## config.mk

```make
export PLATFORM = sky130hd
export DESIGN_NAME = pix_expander
export DESIGN_NICKNAME = d
export VERILOG_FILES = /design/src/rtl/pix_pkg.sv /design/src/rtl/pix_addr_map.sv /design/src/rtl/pix_wr_pack.sv /design/src/rtl/pix_rd_unpack.sv /design/src/rtl/pix_expander.sv
export SDC_FILE = /design/constraint.sdc
export NUM_CORES = 1
export LEC_CHECK = 0
export BUFFER_PORTS_ARGS = -buffer_cell sky130_fd_sc_hd__buf_2
export CAP_MARGIN = 10
export CORE_AREA = 4 4 53 55
export DETAILED_ROUTE_END_ITERATION = 8
export DIE_AREA = 0 0 57 59
export GPL_TIMING_DRIVEN = 0
export PLACE_DENSITY_LB_ADDON = 0.25
export SETUP_SLACK_MARGIN = 0.3
export SYNTH_ARGS = -nofsm -noshare
export SYNTH_HDL_FRONTEND = slang
export SYNTH_HIERARCHICAL = 1
export SYNTH_SLANG_ARGS = --single-unit
```

## constraint.sdc

```tcl
create_clock -name clk -period 1.3 [get_ports clk]
set_input_delay 0 -clock clk [delete_from_list [all_inputs] [get_ports clk]]
set_output_delay 0 -clock clk [all_outputs]
set_load 0.02 [all_outputs]
```

## src/rtl/pix_pkg.sv

```systemverilog
package pix_pkg;

    localparam int WORD_W = 16;
    localparam int NIB_W  = 4;

    // which byte of the backing word an expander word maps to
    typedef enum logic {
        LANE_LO = 1'b0,   // odd offset  -> bits [7:0]
        LANE_HI = 1'b1    // even offset -> bits [15:8]
    } lane_e;

    typedef struct packed {
        logic [7:0] data;
        logic [1:0] nib_en;
    } packed_px_t;

    function automatic lane_e lane_of(input logic ofs_lsb);
        return ofs_lsb ? LANE_LO : LANE_HI;
    endfunction

    // fold the low nibbles of both bus bytes into one backing byte
    function automatic packed_px_t fold_pixels(input logic [WORD_W-1:0] w,
                                               input logic [1:0] be);
        packed_px_t p;
        p.data   = {w[11:8], w[3:0]};
        p.nib_en = be;
        return p;
    endfunction

    // spread one backing byte into two bus bytes
    function automatic logic [WORD_W-1:0] spread_pixels(input logic [7:0] b);
        return {4'h0, b[7:4], 4'h0, b[3:0]};
    endfunction

endpackage

```

## src/rtl/pix_addr_map.sv

```systemverilog
module pix_addr_map #(
    parameter int BANK_LG2 = 16,
    localparam int AW = BANK_LG2 + 1
) (
    input  logic          bank_sel,
    input  logic [AW-1:0] ofs,
    output logic [AW-1:0] word_addr,
    output pix_pkg::lane_e lane
);
    // bank_sel=1 -> base 0 ; bank_sel=0 -> base 2**BANK_LG2
    assign word_addr = {~bank_sel, ofs[AW-1:1]};
    assign lane      = pix_pkg::lane_of(ofs[0]);
endmodule

```

## src/rtl/pix_wr_pack.sv

```systemverilog
module pix_wr_pack (
    input  logic [pix_pkg::WORD_W-1:0] wdata,
    input  logic [1:0]                 be,
    input  pix_pkg::lane_e             lane,
    output logic [pix_pkg::WORD_W-1:0] lane_data,
    output logic [3:0]                 lane_nib_en,
    output logic                       any_en
);
    import pix_pkg::*;

    packed_px_t px;
    assign px     = fold_pixels(wdata, be);
    assign any_en = |px.nib_en;

    for (genvar l = 0; l < 2; l++) begin : g_lane
        logic hit;
        assign hit = (lane == lane_e'(l));
        assign lane_data[l*8 +: 8]   = hit ? px.data   : 8'h00;
        assign lane_nib_en[l*2 +: 2] = hit ? px.nib_en : 2'b00;
    end
endmodule

```

## src/rtl/pix_rd_unpack.sv

```systemverilog
module pix_rd_unpack (
    input  logic [pix_pkg::WORD_W-1:0] word,
    input  pix_pkg::lane_e             lane,
    input  logic                       valid,
    output logic [pix_pkg::WORD_W-1:0] pixels
);
    import pix_pkg::*;

    logic [7:0] sel_byte;
    always_comb begin
        sel_byte = (lane == LANE_HI) ? word[15:8] : word[7:0];
        pixels   = valid ? spread_pixels(sel_byte) : '0;
    end
endmodule

```

## src/rtl/pix_expander.sv

```systemverilog
module pix_expander #(
    parameter int BANK_LG2 = 16,
    localparam int AW = BANK_LG2 + 1
) (
    input  logic          clk,
    input  logic          rst,
    input  logic          bus_req,
    input  logic          bus_we,
    input  logic [AW-1:0] bus_ofs,
    input  logic [1:0]    bus_be,
    input  logic [15:0]   bus_wdata,
    input  logic          bank_sel,
    output logic          rd_valid,
    output logic [15:0]   rd_data,
    output logic          mem_req,
    output logic          mem_we,
    output logic          mem_prio,
    output logic [AW-1:0] mem_addr,
    output logic [15:0]   mem_wdata,
    output logic [3:0]    mem_nib_en,
    input  logic [15:0]   mem_rdata
);
    import pix_pkg::*;

    lane_e      req_lane;
    lane_e      pend_lane;
    logic       pend_rd;
    logic       wr_any;
    logic [3:0] wr_nib;

    pix_addr_map #(.BANK_LG2(BANK_LG2)) u_map (
        .bank_sel  (bank_sel),
        .ofs       (bus_ofs),
        .word_addr (mem_addr),
        .lane      (req_lane)
    );

    pix_wr_pack u_pack (
        .wdata       (bus_wdata),
        .be          (bus_be),
        .lane        (req_lane),
        .lane_data   (mem_wdata),
        .lane_nib_en (wr_nib),
        .any_en      (wr_any)
    );

    // reads always go out; writes only when some nibble is enabled
    assign mem_req    = bus_req & (~bus_we | wr_any);
    assign mem_we     = bus_req & bus_we;
    assign mem_prio   = bus_req & bus_we & wr_any;
    assign mem_nib_en = bus_we ? wr_nib : 4'h0;

    always_ff @(posedge clk) begin
        if (rst) begin
            pend_rd   <= 1'b0;
            pend_lane <= LANE_LO;
        end else begin
            pend_rd   <= bus_req & ~bus_we;
            pend_lane <= req_lane;
        end
    end

    assign rd_valid = pend_rd;

    pix_rd_unpack u_unpack (
        .word   (mem_rdata),
        .lane   (pend_lane),
        .valid  (pend_rd),
        .pixels (rd_data)
    );
endmodule

```

After elaboration in Yosys (flattened, before gate mapping)
Index checks and enable logic that the tools add are counted.

Muxes and demuxes: 8. Bitwise gates (word level): 7. Reduce and logical (&&, ||, !) cells: 1.

Operators with widths (number): 8-bit two-way mux (3); 12-bit two-way mux (1); 1-bit AND (4); 2-bit two-way mux (2); 4-bit two-way mux (1); 1-bit inverter (2); 2-bit OR reduction (1); 1-bit two-way mux (1); 1-bit OR (1).

Register bits after elaboration: 2. Input bits: 56. Output and inout bits: 57. Logic and storage cells: 18.

Logic depth before layout (Yosys ltp)
Gate-level depths: netlist (run 1).

Word-level depth: 3. Depth in mapped cells: 4. Mapped depth without buffers: 3.

Modules after synthesis
Netlist (run 1), hierarchy kept.

By module, submodules not included: pix_rd_unpack (instances 1, cells an instance 26, area each 205.2 sq um, sequential area each 0.0 sq um); pix_wr_pack (instances 1, cells an instance 23, area each 178.9 sq um, sequential area each 0.0 sq um); pix_addr_map (instances 1, cells an instance 18, area each 127.6 sq um, sequential area each 0.0 sq um); pix_expander (instances 1, cells an instance 12, area each 108.9 sq um, sequential area each 40.0 sq um).

Worst setup path before layout (run 1)
No wires, ideal clock.

Path kind: register to output. Start point: reg pend_rd, in the netlist rd_valid. End point: out rd_data[0]. Arrival time: 0.870 ns. Required time: 1.300 ns. Setup slack: 0.430 ns. Stages on the path, launching flop included: 2. Buffers on the path: 0. Path through: dfxtp_1 -> nor2b_1.

Cells in the longest elaborated chain, start to end: 1.

RTL lines: start: declaration (line pix_expander.sv:27) `logic pend_rd;`; start signal: assignment (line pix_expander.sv:58) `pend_rd <= bus_req & ~bus_we;`; 12-bit two-way mux (line pix_rd_unpack.sv:12) `pixels = valid ? spread_pixels(sel_byte) : '0;`; end: declaration (line pix_expander.sv:14) `output logic [15:0] rd_data,`.

No other way between the ends.

Worst setup path in the final report (run 1)
Start point: reg pend_lane. End point: out rd_data[2].

Cells in the longest elaborated chain, start to end: 2.

RTL lines: start: declaration (line pix_expander.sv:26) `lane_e pend_lane;`; start signal: assignment (line pix_expander.sv:59) `pend_lane <= req_lane;`; 8-bit two-way mux (line pix_rd_unpack.sv:11) `sel_byte = (lane == LANE_HI) ? word[15:8] : word[7:0];`; 12-bit two-way mux (line pix_rd_unpack.sv:12).

No other way between the ends.

==> qor.json, run 1 <==
{
  "finalCritPeriodShare": 0.8393,
  "arrival_ns": 1.09,
  "via_count": 786,
  "critPathKind": "reg2out",
  "grt_overflow": 0,
  "yosys.area.top_type_share": 0.2903,
  "synth_sequential_area_ratio": 0.06452,
  "holdCritPathClass": "in2reg",
  "timing_hold_violations_final": 0,
  "drt_iter0_markers": 11,
  "hold_path_depth": 2,
  "syn_inst": 79,
  "run_status": "finished, final reports clean",
  "cp-start-kind": "register",
  "clockRootBuffer": "sky130_fd_sc_hd__clkbuf_4",
  "drc": 0,
  "rsz0062_at_grt": "true",
  "post_cts.repair.setup_buffers": 0,
  "worst_ep_required_time_ns": 1.30,
  "grt_first_pass_wirelength_um": 2960,
  "cpPeakStageDelay_ns": 0.32,
  "pin_count_of_the_biggest_net_entering_global_routing": 11,
  "levels_on_crit_path": 4,
  "critical_path_buf_inv_count": 2,
  "final_hpwl_dp_um": 1687,
  "highest_clock_frequency_the_design_can_meet_mhz": 916.5,
  "cts_num_sinks": 2,
  "die_area_mm2": 0.003363,
  "place_congestion": 0.7245,
  "drv_slew": 0,
  "final_util": 0.4759,
  "worst_path_dominant_cell_family": "flip-flops",
  "mappedNetlistArea_um2": 620.6,
  "drt-wirelength-per-cell_um": 9.565,
  "static-leakage-power_nw": 0.7053,
  "placement_rows": 18,
  "via_count_of_the_first_global_routing_pass": 719,
  "synth-seq-cells": 2,
  "final_cell_mix": "sky130_fd_sc_hd__buf_2, sky130_fd_sc_hd__buf_4, sky130_fd_sc_hd__and2_1, sky130_fd_sc_hd__nor2b_2, sky130_fd_sc_hd__nor2b_1",
  "cellPowerDensity_mw_per_mm2": 518.6,
  "vertical_die_dimension_um": 59,
  "yosys_warnings": 6,
  "hold_path.startpoint": "bus_we",
  "synth_top_cells_by_area": "sky130_fd_sc_hd__buf_4, sky130_fd_sc_hd__nor2b_2, sky130_fd_sc_hd__mux2i_1",
  "core_area_mm2": 0.002387,
  "path_max_fanout": 8,
  "finalWirelength_um": 1913,
  "antennaDiodeCount": 0,
  "ctsHtreeMaxLevel": 1,
  "setup_tns_ns": 0,
  "dieWidth_um": 57,
  "cap_violations": 0,
  "syn_avg_cell_area_um2": 7.856,
  "final_layout_size_suffix_gt1_frac": 0.7471,
  "boundary_pin_count": 113,
  "router_iterations_before_antenna_repair": 2,
  "post-synth-top-area-cell": "sky130_fd_sc_hd__buf_4",
  "initial_utilization": 0.2600,
  "numCtsBuffers": 3,
  "setup_viol": 0,
  "period_needed_ns": 1.091,
  "crit_chain": "buf_8 > mux2i_1 > nor2b_1 > buf_4",
  "maximum_vdd_drop_v": 0.0002960,
  "critical_path.endpoint_type": "primary output",
  "grt_antenna_before_repair": 0,
  "synth.lib_cells_used.distinct": 14,
  "clock_tree_from_tritoncts": "built",
  "min_delay_worst_endpoint": "rd_valid$_SDFF_PP0_",
  "flow.area_growth_from_synthesis_pct": 83.06,
  "clock_transition_at_path_regs_ns": 0.03,
  "cts_max_path_buffers": 2,
  "route.antenna.remaining_nets": 0,
  "vias_per_cell": 3.930,
  "placement.io_buffers": 80,
  "finalNetCount": 228,
  "grt.total_usage": 0.1065,
  "timing.critical_path.slowest_stage_cell": "sky130_fd_sc_hd__dfxtp_2",
  "leading_cell_type_in_the_layout_fill_and_taps_excluded": "sky130_fd_sc_hd__buf_2"
}
## state kept, by name (all words and copies together) (netlist names)
| register | count |
|---|---|
| pend_lane | 1 |
| rd_valid | 1 |
## synth_stat cells
cell type	instances
sky130_fd_sc_hd__buf_4	24
sky130_fd_sc_hd__and2_1	10
sky130_fd_sc_hd__nor2b_2	10
sky130_fd_sc_hd__nor2b_1	9
sky130_fd_sc_hd__mux2i_1	8
sky130_fd_sc_hd__and2_2	5
sky130_fd_sc_hd__buf_6	3
sky130_fd_sc_hd__inv_1	3
sky130_fd_sc_hd__dfxtp_1	2
sky130_fd_sc_hd__a21boi_0	1
sky130_fd_sc_hd__and3_1	1
sky130_fd_sc_hd__conb_1	1
sky130_fd_sc_hd__nor3b_1	1
sky130_fd_sc_hd__or2_1	1
## through the flow
stage | cells | area, um2 | worst slack [ns] | hold slack (ns) | total power [mW]
floorplan | 86 | 646.9 | 0.4300 | 0.07161 | 0.3230
global placement | 196 | 1085 | 0.4544 | 0.1830 | 0.4438
detailed placement | 196 | 1085 | 0.4277 | 0.1783 | 0.4467
CTS | 200 | 1121 | 0.1960 | 0.03089 | 0.5982
global route | 200 | 1136 | 0.1302 | 0.05651 | 0.6385
finish | 200 | 1136 | 0.2089 | 0.04050 | 0.5892
## where the power goes
part	switching (mW)	internal, mW
logic	0.200	0.186
registers	0.00305	0.0652
clock network	0.0340	0.102
## how the worst max path moves through the flow
| stage | start | slack, ns | end |
|---|---|---|---|
| after floorplan | rd_valid$_SDFF_PP0_ | 0.43 | rd_data[0] |
| after global placement | pend_lane$_SDFF_PP0_ | 0.45 | rd_data[8] |
| after detailed placement | pend_lane$_SDFF_PP0_ | 0.43 | rd_data[2] |
| after CTS | pend_lane$_SDFF_PP0_ | 0.20 | rd_data[2] |
| after global routing | pend_lane$_SDFF_PP0_ | 0.13 | rd_data[2] |
| final | pend_lane$_SDFF_PP0_ | 0.21 | rd_data[2] |
## layer usage
metal / track usage / wire length [um] / vias up
met5: 0 / 0 / -
met4: 0.03974 / 19 / 0
met3: 0.03050 / 338 / 2
met2: 0.1827 / 864 / 75
met1: 0.1263 / 690 / 317
li1: - / - / 392
## cell type report
type	instances	area, um2
buffer	27	217.7
clock buffer	3	22.52
fill	259	1251
inverter	3	11.26
multi-input combinational	54	385.4
sequential	2	41.29
tap	30	37.54
timing repair buffer	81	420.4
## cell families (layout without fill, tap and decap cells)
kind of cell | after synthesis | in the layout | synth area share
DFF | 2 | 2 | 0.06452
buffers and inverters | 30 | 114 | 0.3629
other | 1 | 8 | 0.006043
AOI/OAI and AO/OA | 1 | 1 | 0.01210
and+or+nand+nor | 37 | 37 | 0.4254
muxes | 8 | 8 | 0.1290
## timing repair
| action | in CTS | in global routing |
|---|---|---|
| hold buffers | 1 | 0 |
| endpoints found under the hold margin | 2 | 0 |
| setup endpoints to repair | 8 | 8 |
| pin swaps | 0 | 0 |
| resized for setup | 2 | 5 |
Power figures use the tool's default switching activity.
==> run 2: changes to the inputs <==
- ABC_AREA: unset -> 1
- CORE_AREA: 4 4 53 55 -> 4 4 57 59
- DIE_AREA: 0 0 57 59 -> 0 0 61 63
- clock period: 1.3 -> 1 ns (I/O delays scaled with it)
==> qor.json, run 2 <==
{
  "static-leakage-power": {"value": 0.9820, "unit": "nW", "change": "+39%"},
  "yosys-top-cells-count": "sky130_fd_sc_hd__inv_1, sky130_fd_sc_hd__nand2_1, sky130_fd_sc_hd__nor2_1, sky130_fd_sc_hd__buf_4",
  "clockRootBuffer": "sky130_fd_sc_hd__clkbuf_4",
  "critPathLaunch": "pend_lane$_SDFF_PP0_",
  "placement.io_buffers": {"value": 80, "change": "unchanged"},
  "timing_hold_violations_final": {"value": 0, "change": "unchanged"},
  "critical_path.endpoint_type": "primary output",
  "synthXorXnorAreaFrac": {"value": 0, "change": "unchanged"},
  "grt_first_pass_wirelength": {"value": 3808, "unit": "um", "change": "+29%"},
  "synth_sequential_area_ratio": {"value": 0.06026, "change": "-0.004252"},
  "grt.total_usage": {"value": 0.1213, "change": "+0.01481"},
  "grt_antenna_before_repair": {"value": 0, "change": "unchanged"},
  "worst_path_dominant_cell_family": "buffers and inverters",
  "hold_path.startpoint": "bus_ofs[0]",
  "synth_top_flop_cell": "sky130_fd_sc_hd__dfxtp_1",
  "boundary_pin_count": {"value": 113, "change": "unchanged"},
  "finalWirelength": {"value": 2500, "unit": "um", "change": "+31%"},
  "dp_worst_setup_slack": {"value": 0.06863, "unit": "ns", "change": "-0.3591 ns"},
  "drv_slew": {"value": 0, "change": "unchanged"},
  "placement_rows": {"value": 19, "change": "+1"},
  "pin_count_of_the_biggest_net_entering_global_routing": {"value": 11, "change": "unchanged"},
  "period_needed_ns": 1.109,
  "storage_cell_area": {"value": 41.29, "unit": "um2", "change": "unchanged"},
  "pwr-share-comb": {"value": 0.707, "change": "+0.053"},
  "yosys_warnings": {"value": 6, "change": "unchanged"},
  "multiInputGateArea": {"value": 412.9, "unit": "um2", "change": "+7.1%"},
  "synth.lib_cells_used.distinct": {"value": 10, "change": "-4"},
  "vertical_die_dimension": {"value": 63, "unit": "um", "change": "+6.8%"},
  "initial_utilization": {"value": 0.2452, "change": "-0.01481"},
  "cp-start-kind": "register",
  "critPathKind": "reg2out",
  "post-synth-top-area-cell": "sky130_fd_sc_hd__buf_4",
  "sw_frac_of_total": {"value": 0.4379, "change": "+0.03600"},
  "timing.critical_path.slowest_stage_cell": "sky130_fd_sc_hd__dfxtp_1",
  "ctsHtreeMaxLevel": {"value": 1, "change": "unchanged"},
  "async_reset_ff_frac": {"value": 0, "change": "unchanged"},
  "crit_chain": "buf_6 > buf_6 > nand2_4 > nand2_4 > nor2_4 > buf_6",
  "min_delay_worst_endpoint": "pend_lane$_SDFF_PP0_",
  "setup_tns": {"value": -0.6978, "unit": "ns", "change": "-0.6978 ns"},
  "multiplexer_share_of_the_synthesized_area": {"value": 0, "change": "-0.1290"},
  "syn_avg_cell_area": {"value": 4.995, "unit": "um2", "change": "-36%"},
  "yosys.area.top_type_share": {"value": 0.2938, "change": "+0.003463"},
  "finalCritPeriodShare": 1.109,
  "grt_overflow": {"value": 0, "change": "unchanged"},
  "dp_cells": {"value": 251, "change": "+28%"},
  "drt_iter0_markers": {"value": 27, "change": "+16"},
  "antennaDiodeCount": {"value": 0, "change": "unchanged"},
  "place_congestion": {"value": 0.7375, "change": "+1.8%"},
  "mappedNetlistArea": {"value": 664.4, "unit": "um2", "change": "+7.1%"},
  "via_count": {"value": 974, "change": "+24%"},
  "finalNetCount": {"value": 288, "change": "+26%"},
  "cts_num_sinks": {"value": 2, "change": "unchanged"},
  "arrival": {"value": 1.11, "unit": "ns", "change": "+0.02 ns"},
  "cpPeakStageDelay": {"value": 0.29, "unit": "ns", "change": "-0.03 ns"},
  "crit_top_cell": "sky130_fd_sc_hd__buf_6",
  "cell_internal_pwr": {"value": 0.4996, "unit": "mW", "change": "+42%"},
  "highest_clock_frequency_the_design_can_meet_mhz": 901.5,
  "die_area": {"value": 0.003843, "unit": "mm2", "change": "+14%"},
  "clock_transition_at_path_regs": {"value": 0.03, "unit": "ns", "change": "about the same"},
  "syn_inst": {"value": 133, "change": "+68%"},
  "run_status": "complete, but fails checks",
  "leading_cell_type_in_the_layout_fill_and_taps_excluded": "sky130_fd_sc_hd__buf_2",
  "p_clk_frac": {"value": 0.195, "change": "-0.035"},
  "holdCritPathClass": "in2reg",
  "flow.area_growth_from_synthesis_pct": 115.8,
  "worst_ep_required_time": {"value": 1.00, "unit": "ns", "change": "-0.30 ns"},
  "cellPowerDensity": {"value": 619.9, "unit": "mW/mm2", "change": "+20%"},
  "vias_per_cell": {"value": 3.732, "change": "-5.0%"},
  "hold_path_depth": {"value": 4, "change": "+2"},
  "via_count_of_the_first_global_routing_pass": {"value": 957, "change": "+33%"},
  "dieWidth": {"value": 61, "unit": "um", "change": "+7.0%"},
  "post_synthesis_share_of_cell_area_spent_on_and_or_nand_and_nor_gates": {"value": 0.3691, "change": "-0.05629"},
  "clock_tree_from_tritoncts": "built",
  "path_max_fanout": {"value": 5, "change": "-3"},
  "final_hpwl_dp": {"value": 1901, "unit": "um", "change": "+13%"},
  "cap_violations": {"value": 0, "change": "unchanged"},
  "number_of_filler_cells_placed_in_the_layout": {"value": 273, "change": "+5.4%"},
  "maximum_vdd_drop": {"value": 0.0003647, "unit": "V", "change": "+23%"},
  "synth-edff-count": {"value": 0, "change": "unchanged"},
  "setup_viol": {"value": 8, "change": "+8"},
  "numCtsBuffers": {"value": 3, "change": "unchanged"},
  "most_common_cell_in_the_synthesized_netlist": "sky130_fd_sc_hd__inv_1",
  "drc": {"value": 0, "change": "unchanged"},
  "synth_fa_ha_area_frac": {"value": 0, "change": "unchanged"},
  "drt-wirelength-per-cell": {"value": 9.579, "unit": "um", "change": "+0.14%"},
  "rsz0062_at_grt": "true",
  "synth-seq-cells": {"value": 2, "change": "unchanged"},
  "route.antenna.remaining_nets": {"value": 0, "change": "unchanged"},
  "final-instance-count-excl-fill": {"value": 261, "change": "+31%"},
  "cts_max_path_buffers": {"value": 2, "change": "unchanged"},
  "final_util": {"value": 0.5291, "change": "+0.05319"},
  "router_iterations_before_antenna_repair": {"value": 4, "change": "+2"},
  "final_layout_size_suffix_gt1_frac": {"value": 0.6522, "change": "-0.09488"},
  "synth_top_cells_by_area": "sky130_fd_sc_hd__buf_4, sky130_fd_sc_hd__inv_1, sky130_fd_sc_hd__nand2_1",
  "critical_path_buf_inv_count": {"value": 3, "change": "+1"},
  "power.share.sequential": {"value": 0.098, "change": "-0.018"},
  "synth_top_family_by_area": "buffers and inverters",
  "final_cell_mix": "sky130_fd_sc_hd__buf_2, sky130_fd_sc_hd__inv_1, sky130_fd_sc_hd__buf_4, sky130_fd_sc_hd__nand2_1, sky130_fd_sc_hd__buf_6",
  "final_critical_path_setup_slack": {"value": -0.1092, "unit": "ns", "change": "-0.3182 ns"},
  "power_switching": {"value": 0.3892, "unit": "mW", "change": "+64%"},
  "synth_compound_area_frac": {"value": 0, "change": "-0.01210"},
  "failed_checks": "setup timing",
  "core_area": {"value": 0.002710, "unit": "mm2", "change": "+14%"}
}
## run 2: cell types whose count changed after synthesis, sizes merged
| cell | before | now |
|---|---|---|
| nor2 | 0 | 29 |
| buf | 27 | 29 |
| a21boi | 1 | 0 |
| nor2b | 19 | 0 |
| or2 | 1 | 0 |
| inv | 3 | 37 |
| nor3b | 1 | 0 |
| and2 | 15 | 0 |
| mux2i | 8 | 0 |
| nand2 | 0 | 35 |
| and3 | 1 | 0 |
## run 2: through the flow
stage	hold slack [ns]	power, mW	cell area [um2]
floorplan	0.06497	0.4529	747.0
global placement	0.1692	0.6213	1186
detailed placement	0.1752	0.6233	1186
CTS	0.03568	0.8774	1384
global route	0.05997	0.9529	1434
finish	0.04296	0.8889	1434
## run 2: layout make-up
type,instances,share of cell area
Timing Repair Buffer,87,0.3735
Tap cell,31,0.02705
Inverter,37,0.09686
Multi-Input combinational cell,72,0.2880
Sequential cell,2,0.02880
Clock buffer,3,0.01571
Buffer,29,0.1702
## run 2: cell families (layout without fill, tap and decap cells)
kind of cell | count (synthesis) | after routing
simple gates | 64 | 64
flops | 2 | 2
buf+inv | 66 | 156
other cells | 1 | 8
## run 2: routing by layer
| metal | GRT usage | vias up | wire, um |
|---|---|---|---|
| met5 | 0 | - | 0 |
| met4 | 0.03252 | 0 | 0 |
| met3 | 0.02066 | 0 | 333 |
| met2 | 0.2380 | 57 | 1405 |
| li1 | - | 518 | - |
| met1 | 0.1236 | 399 | 760 |
## run 2: power groups by stage
stage / Combinational [mW] / Sequential (mW) / Clock, mW
after CTS: 0.608 / 0.0873 / 0.182
after global routing: 0.684 / 0.0868 / 0.182
after detailed placement: 0.535 / 0.0879 / 0
after floorplan: 0.363 / 0.0898 / 0
after global placement: 0.534 / 0.0876 / 0
final: 0.629 / 0.0867 / 0.173
## run 2: worst max-delay path by stage
stage,endpoint,cells after the start
floorplan,rd_data[10],5
global placement,rd_data[10],5
finish,rd_data[8],6
global route,rd_data[8],6
CTS,rd_data[3],5
detailed placement,rd_data[10],5
## run 2: what timing repair did
action	CTS	global route
resized for setup	43	8
setup buffers	1	2
pin swaps	9	5
cloned	1	2
hold endpoints to repair	2	0
setup endpoints to repair	10	13
hold buffers	1	0
## run 2: worst min-delay path, stage by stage
cell                     delay, ns
sky130_fd_sc_hd__buf_2        0.09
sky130_fd_sc_hd__inv_2        0.05
sky130_fd_sc_hd__inv_1        0.05
sky130_fd_sc_hd__nor2_1       0.03
==> run 3: changes to the inputs <==
- BUFFER_PORTS_ARGS: -buffer_cell sky130_fd_sc_hd__buf_2 -> unset
- CORE_AREA: 4 4 57 59 -> 2 2 51 53
- DIE_AREA: 0 0 61 63 -> 0 0 53 55
- DONT_BUFFER_PORTS: unset -> 1
==> qor.json, run 3 (synthesis results as in run 2) <==
{
  "run_status": "complete, but fails checks",
  "failed_checks": "setup timing",
  "grt_antenna_before_repair": {"value": 0, "change": "unchanged"},
  "maximum_vdd_drop": {"value": 0.0004079, "unit": "V", "change": "+12%"},
  "cp-start-kind": "register",
  "vertical_die_dimension": {"value": 55, "unit": "um", "change": "-13%"},
  "cellPowerDensity": {"value": 733.9, "unit": "mW/mm2", "change": "+18%"},
  "holdCritPathClass": "in2out",
  "via_count_of_the_first_global_routing_pass": {"value": 609, "change": "-36%"},
  "period_needed": {"value": 1.058, "unit": "ns", "change": "-0.05111 ns"},
  "static-leakage-power": {"value": 0.6341, "unit": "nW", "change": "-35%"},
  "cpPeakStageDelay": {"value": 0.31, "unit": "ns", "change": "+0.02 ns"},
  "storage_cell_area": {"value": 45.04, "unit": "um2", "change": "+9.1%"},
  "p_clk_frac": {"value": 0.248, "change": "+0.053"},
  "initial_utilization": {"value": 0.2810, "change": "+0.03580"},
  "final_cell_mix": "sky130_fd_sc_hd__inv_1, sky130_fd_sc_hd__buf_4, sky130_fd_sc_hd__nand2_1, sky130_fd_sc_hd__nor2_1, sky130_fd_sc_hd__nor2_4",
  "final_layout_size_suffix_gt1_frac": {"value": 0.4564, "change": "-0.1958"},
  "arrival": {"value": 1.06, "unit": "ns", "change": "-0.05 ns"},
  "sw_frac_of_total": {"value": 0.4696, "change": "+0.03172"},
  "place_congestion": {"value": 0.7093, "change": "-3.8%"},
  "grt_overflow": {"value": 0, "change": "unchanged"},
  "setup_viol": {"value": 8, "change": "unchanged"},
  "worst_path_dominant_cell_family": "flip-flops",
  "drv_slew": {"value": 0, "change": "unchanged"},
  "placement.io_buffers": {"value": 0, "change": "-100%"},
  "multiInputGateArea": {"value": 425.4, "unit": "um2", "change": "+3.0%"},
  "ctsHtreeMaxLevel": {"value": 1, "change": "unchanged"},
  "via_count": {"value": 714, "change": "-27%"},
  "cts_max_path_buffers": {"value": 2, "change": "unchanged"},
  "clock_transition_at_path_regs": {"value": 0.03, "unit": "ns", "change": "about the same"},
  "cts_num_sinks": {"value": 2, "change": "unchanged"},
  "final_critical_path_setup_slack": {"value": -0.05812, "unit": "ns", "change": "+0.05111 ns"},
  "core_area": {"value": 0.002365, "unit": "mm2", "change": "-13%"},
  "highest_clock_frequency_the_design_can_meet": {"value": 945.1, "unit": "MHz", "change": "+4.8%"},
  "drc": {"value": 0, "change": "unchanged"},
  "critical_path.endpoint_type": "primary output",
  "drt-wirelength-per-cell": {"value": 9.441, "unit": "um", "change": "-1.4%"},
  "grt.total_usage": {"value": 0.09738, "change": "-0.02394"},
  "crit_chain": "buf_6 > buf_6 > nand2_2 > nand2_2 > nor2_4",
  "cap_violations": {"value": 0, "change": "unchanged"},
  "placement_rows": {"value": 18, "change": "-1"},
  "critical_path_buf_inv_count": {"value": 2, "change": "-1"},
  "final_hpwl_dp": {"value": 1360, "unit": "um", "change": "-28%"},
  "rsz0062_at_grt": "true",
  "router_iterations_before_antenna_repair": {"value": 3, "change": "-1"},
  "cell_internal_pwr": {"value": 0.3838, "unit": "mW", "change": "-23%"},
  "grt_first_pass_wirelength": {"value": 2145, "unit": "um", "change": "-44%"},
  "total_design_power": {"value": 0.7236, "unit": "mW", "change": "-19%"},
  "dieWidth": {"value": 53, "unit": "um", "change": "-13%"},
  "antennaDiodeCount": {"value": 0, "change": "unchanged"},
  "timing_hold_violations_final": {"value": 0, "change": "unchanged"},
  "timing.critical_path.slowest_stage_cell": "sky130_fd_sc_hd__dfxtp_2",
  "boundary_pin_count": {"value": 113, "change": "unchanged"},
  "final_util": {"value": 0.4169, "change": "-0.1122"},
  "pin_count_of_the_biggest_net_entering_global_routing": {"value": 11, "change": "unchanged"},
  "power.share.sequential": {"value": 0.121, "change": "+0.023"},
  "vias_per_cell": {"value": 3.989, "change": "+6.9%"},
  "path_max_fanout": {"value": 5, "change": "unchanged"},
  "die_area": {"value": 0.002915, "unit": "mm2", "change": "-24%"},
  "pwr-share-comb": {"value": 0.630, "change": "-0.077"},
  "leading_cell_type_in_the_layout_fill_and_taps_excluded": "sky130_fd_sc_hd__inv_1",
  "finalNetCount": {"value": 207, "change": "-28%"},
  "worst_ep_required_time": {"value": 1.00, "unit": "ns", "change": "about the same"},
  "flow.area_growth_from_synthesis_pct": 48.40,
  "numCtsBuffers": {"value": 3, "change": "unchanged"},
  "power_switching": {"value": 0.3398, "unit": "mW", "change": "-13%"},
  "route.antenna.remaining_nets": {"value": 0, "change": "unchanged"},
  "number_of_filler_cells_placed_in_the_layout": {"value": 248, "change": "-9.2%"},
  "clockRootBuffer": "sky130_fd_sc_hd__clkbuf_4",
  "clock_tree_from_tritoncts": "built",
  "finalWirelength": {"value": 1690, "unit": "um", "change": "-32%"},
  "finalCritPeriodShare": {"value": 1.058, "change": "-0.05111"},
  "drt_iter0_markers": {"value": 4, "change": "-85%"},
  "critPathKind": "reg2out"
}
## run 3: cell count changes in the layout (fill, tap and decap cells not counted), moves of 2 or more
cell / delta
sky130_fd_sc_hd__buf_4: -2
sky130_fd_sc_hd__buf_6: -10
sky130_fd_sc_hd__nand2_1: -2
sky130_fd_sc_hd__dlygate4sd3_1: +2
sky130_fd_sc_hd__buf_2: -71
sky130_fd_sc_hd__nand2_4: +2
## run 3: worst paths after layout
kind	startpoint	end	slack (ns)	depth (start not counted)
max	pend_lane$_SDFF_PP0_	rd_data[2]	-0.06	5
min	bank_sel	mem_addr[16]	0.08	1
## run 3: metal layers
layer  GRT usage  share of wire  routed length, um  up-vias
met5           0              0                  0        -
li1            -              -                  -      360
met1     0.07235           0.29                491      296
met2      0.2292           0.58                976       58
met3     0.01075           0.13                222        0
met4     0.05128              0                  0        0
## run 3: final cells by class
class	count	share of cell area
buffer	29	0.2398
timing repair buffer	6	0.08122
clock buffer	3	0.02284
sequential	2	0.04569
tap	30	0.03807
inverter	37	0.1409
multi-input combinational	72	0.4315
## run 3: power groups by stage
| stage | registers [mW] | logic (mW) | clock network, mW |
|---|---|---|---|
| 2_1_floorplan | 0.0898 | 0.363 | 0 |
| 3_3_place_gp | 0.0902 | 0.385 | 0 |
| 3_5_place_dp | 0.0904 | 0.387 | 0 |
| 4_1_cts | 0.0880 | 0.439 | 0.188 |
| 5_1_grt | 0.0882 | 0.489 | 0.190 |
| 6_report | 0.0878 | 0.456 | 0.180 |
## run 3: timing repair
item,in CTS,in global routing
cloned,1,0
pin swaps,10,13
setup buffers,2,0
endpoints found under the hold margin,2,0
hold buffers,3,0
gates resized for setup,22,12
setup endpoints to repair,8,8
## run 3: per-stage QoR
stage | setup TNS [ns] | setup slack (ns) | hold WS, ns | instance area [um2] | std cells
final | -0.3659 | -0.05812 | 0.07957 | 985.9 | 179
after global routing | -0.6517 | -0.09858 | 0.08804 | 985.9 | 179
after CTS | -0.5025 | -0.07032 | 0.08108 | 943.4 | 179
after detailed placement | 0 | 0.1517 | 0.06730 | 784.5 | 170
after global placement | 0 | 0.1711 | 0.06761 | 784.5 | 170
after floorplan | 0 | 0.2082 | 0.06497 | 747.0 | 140
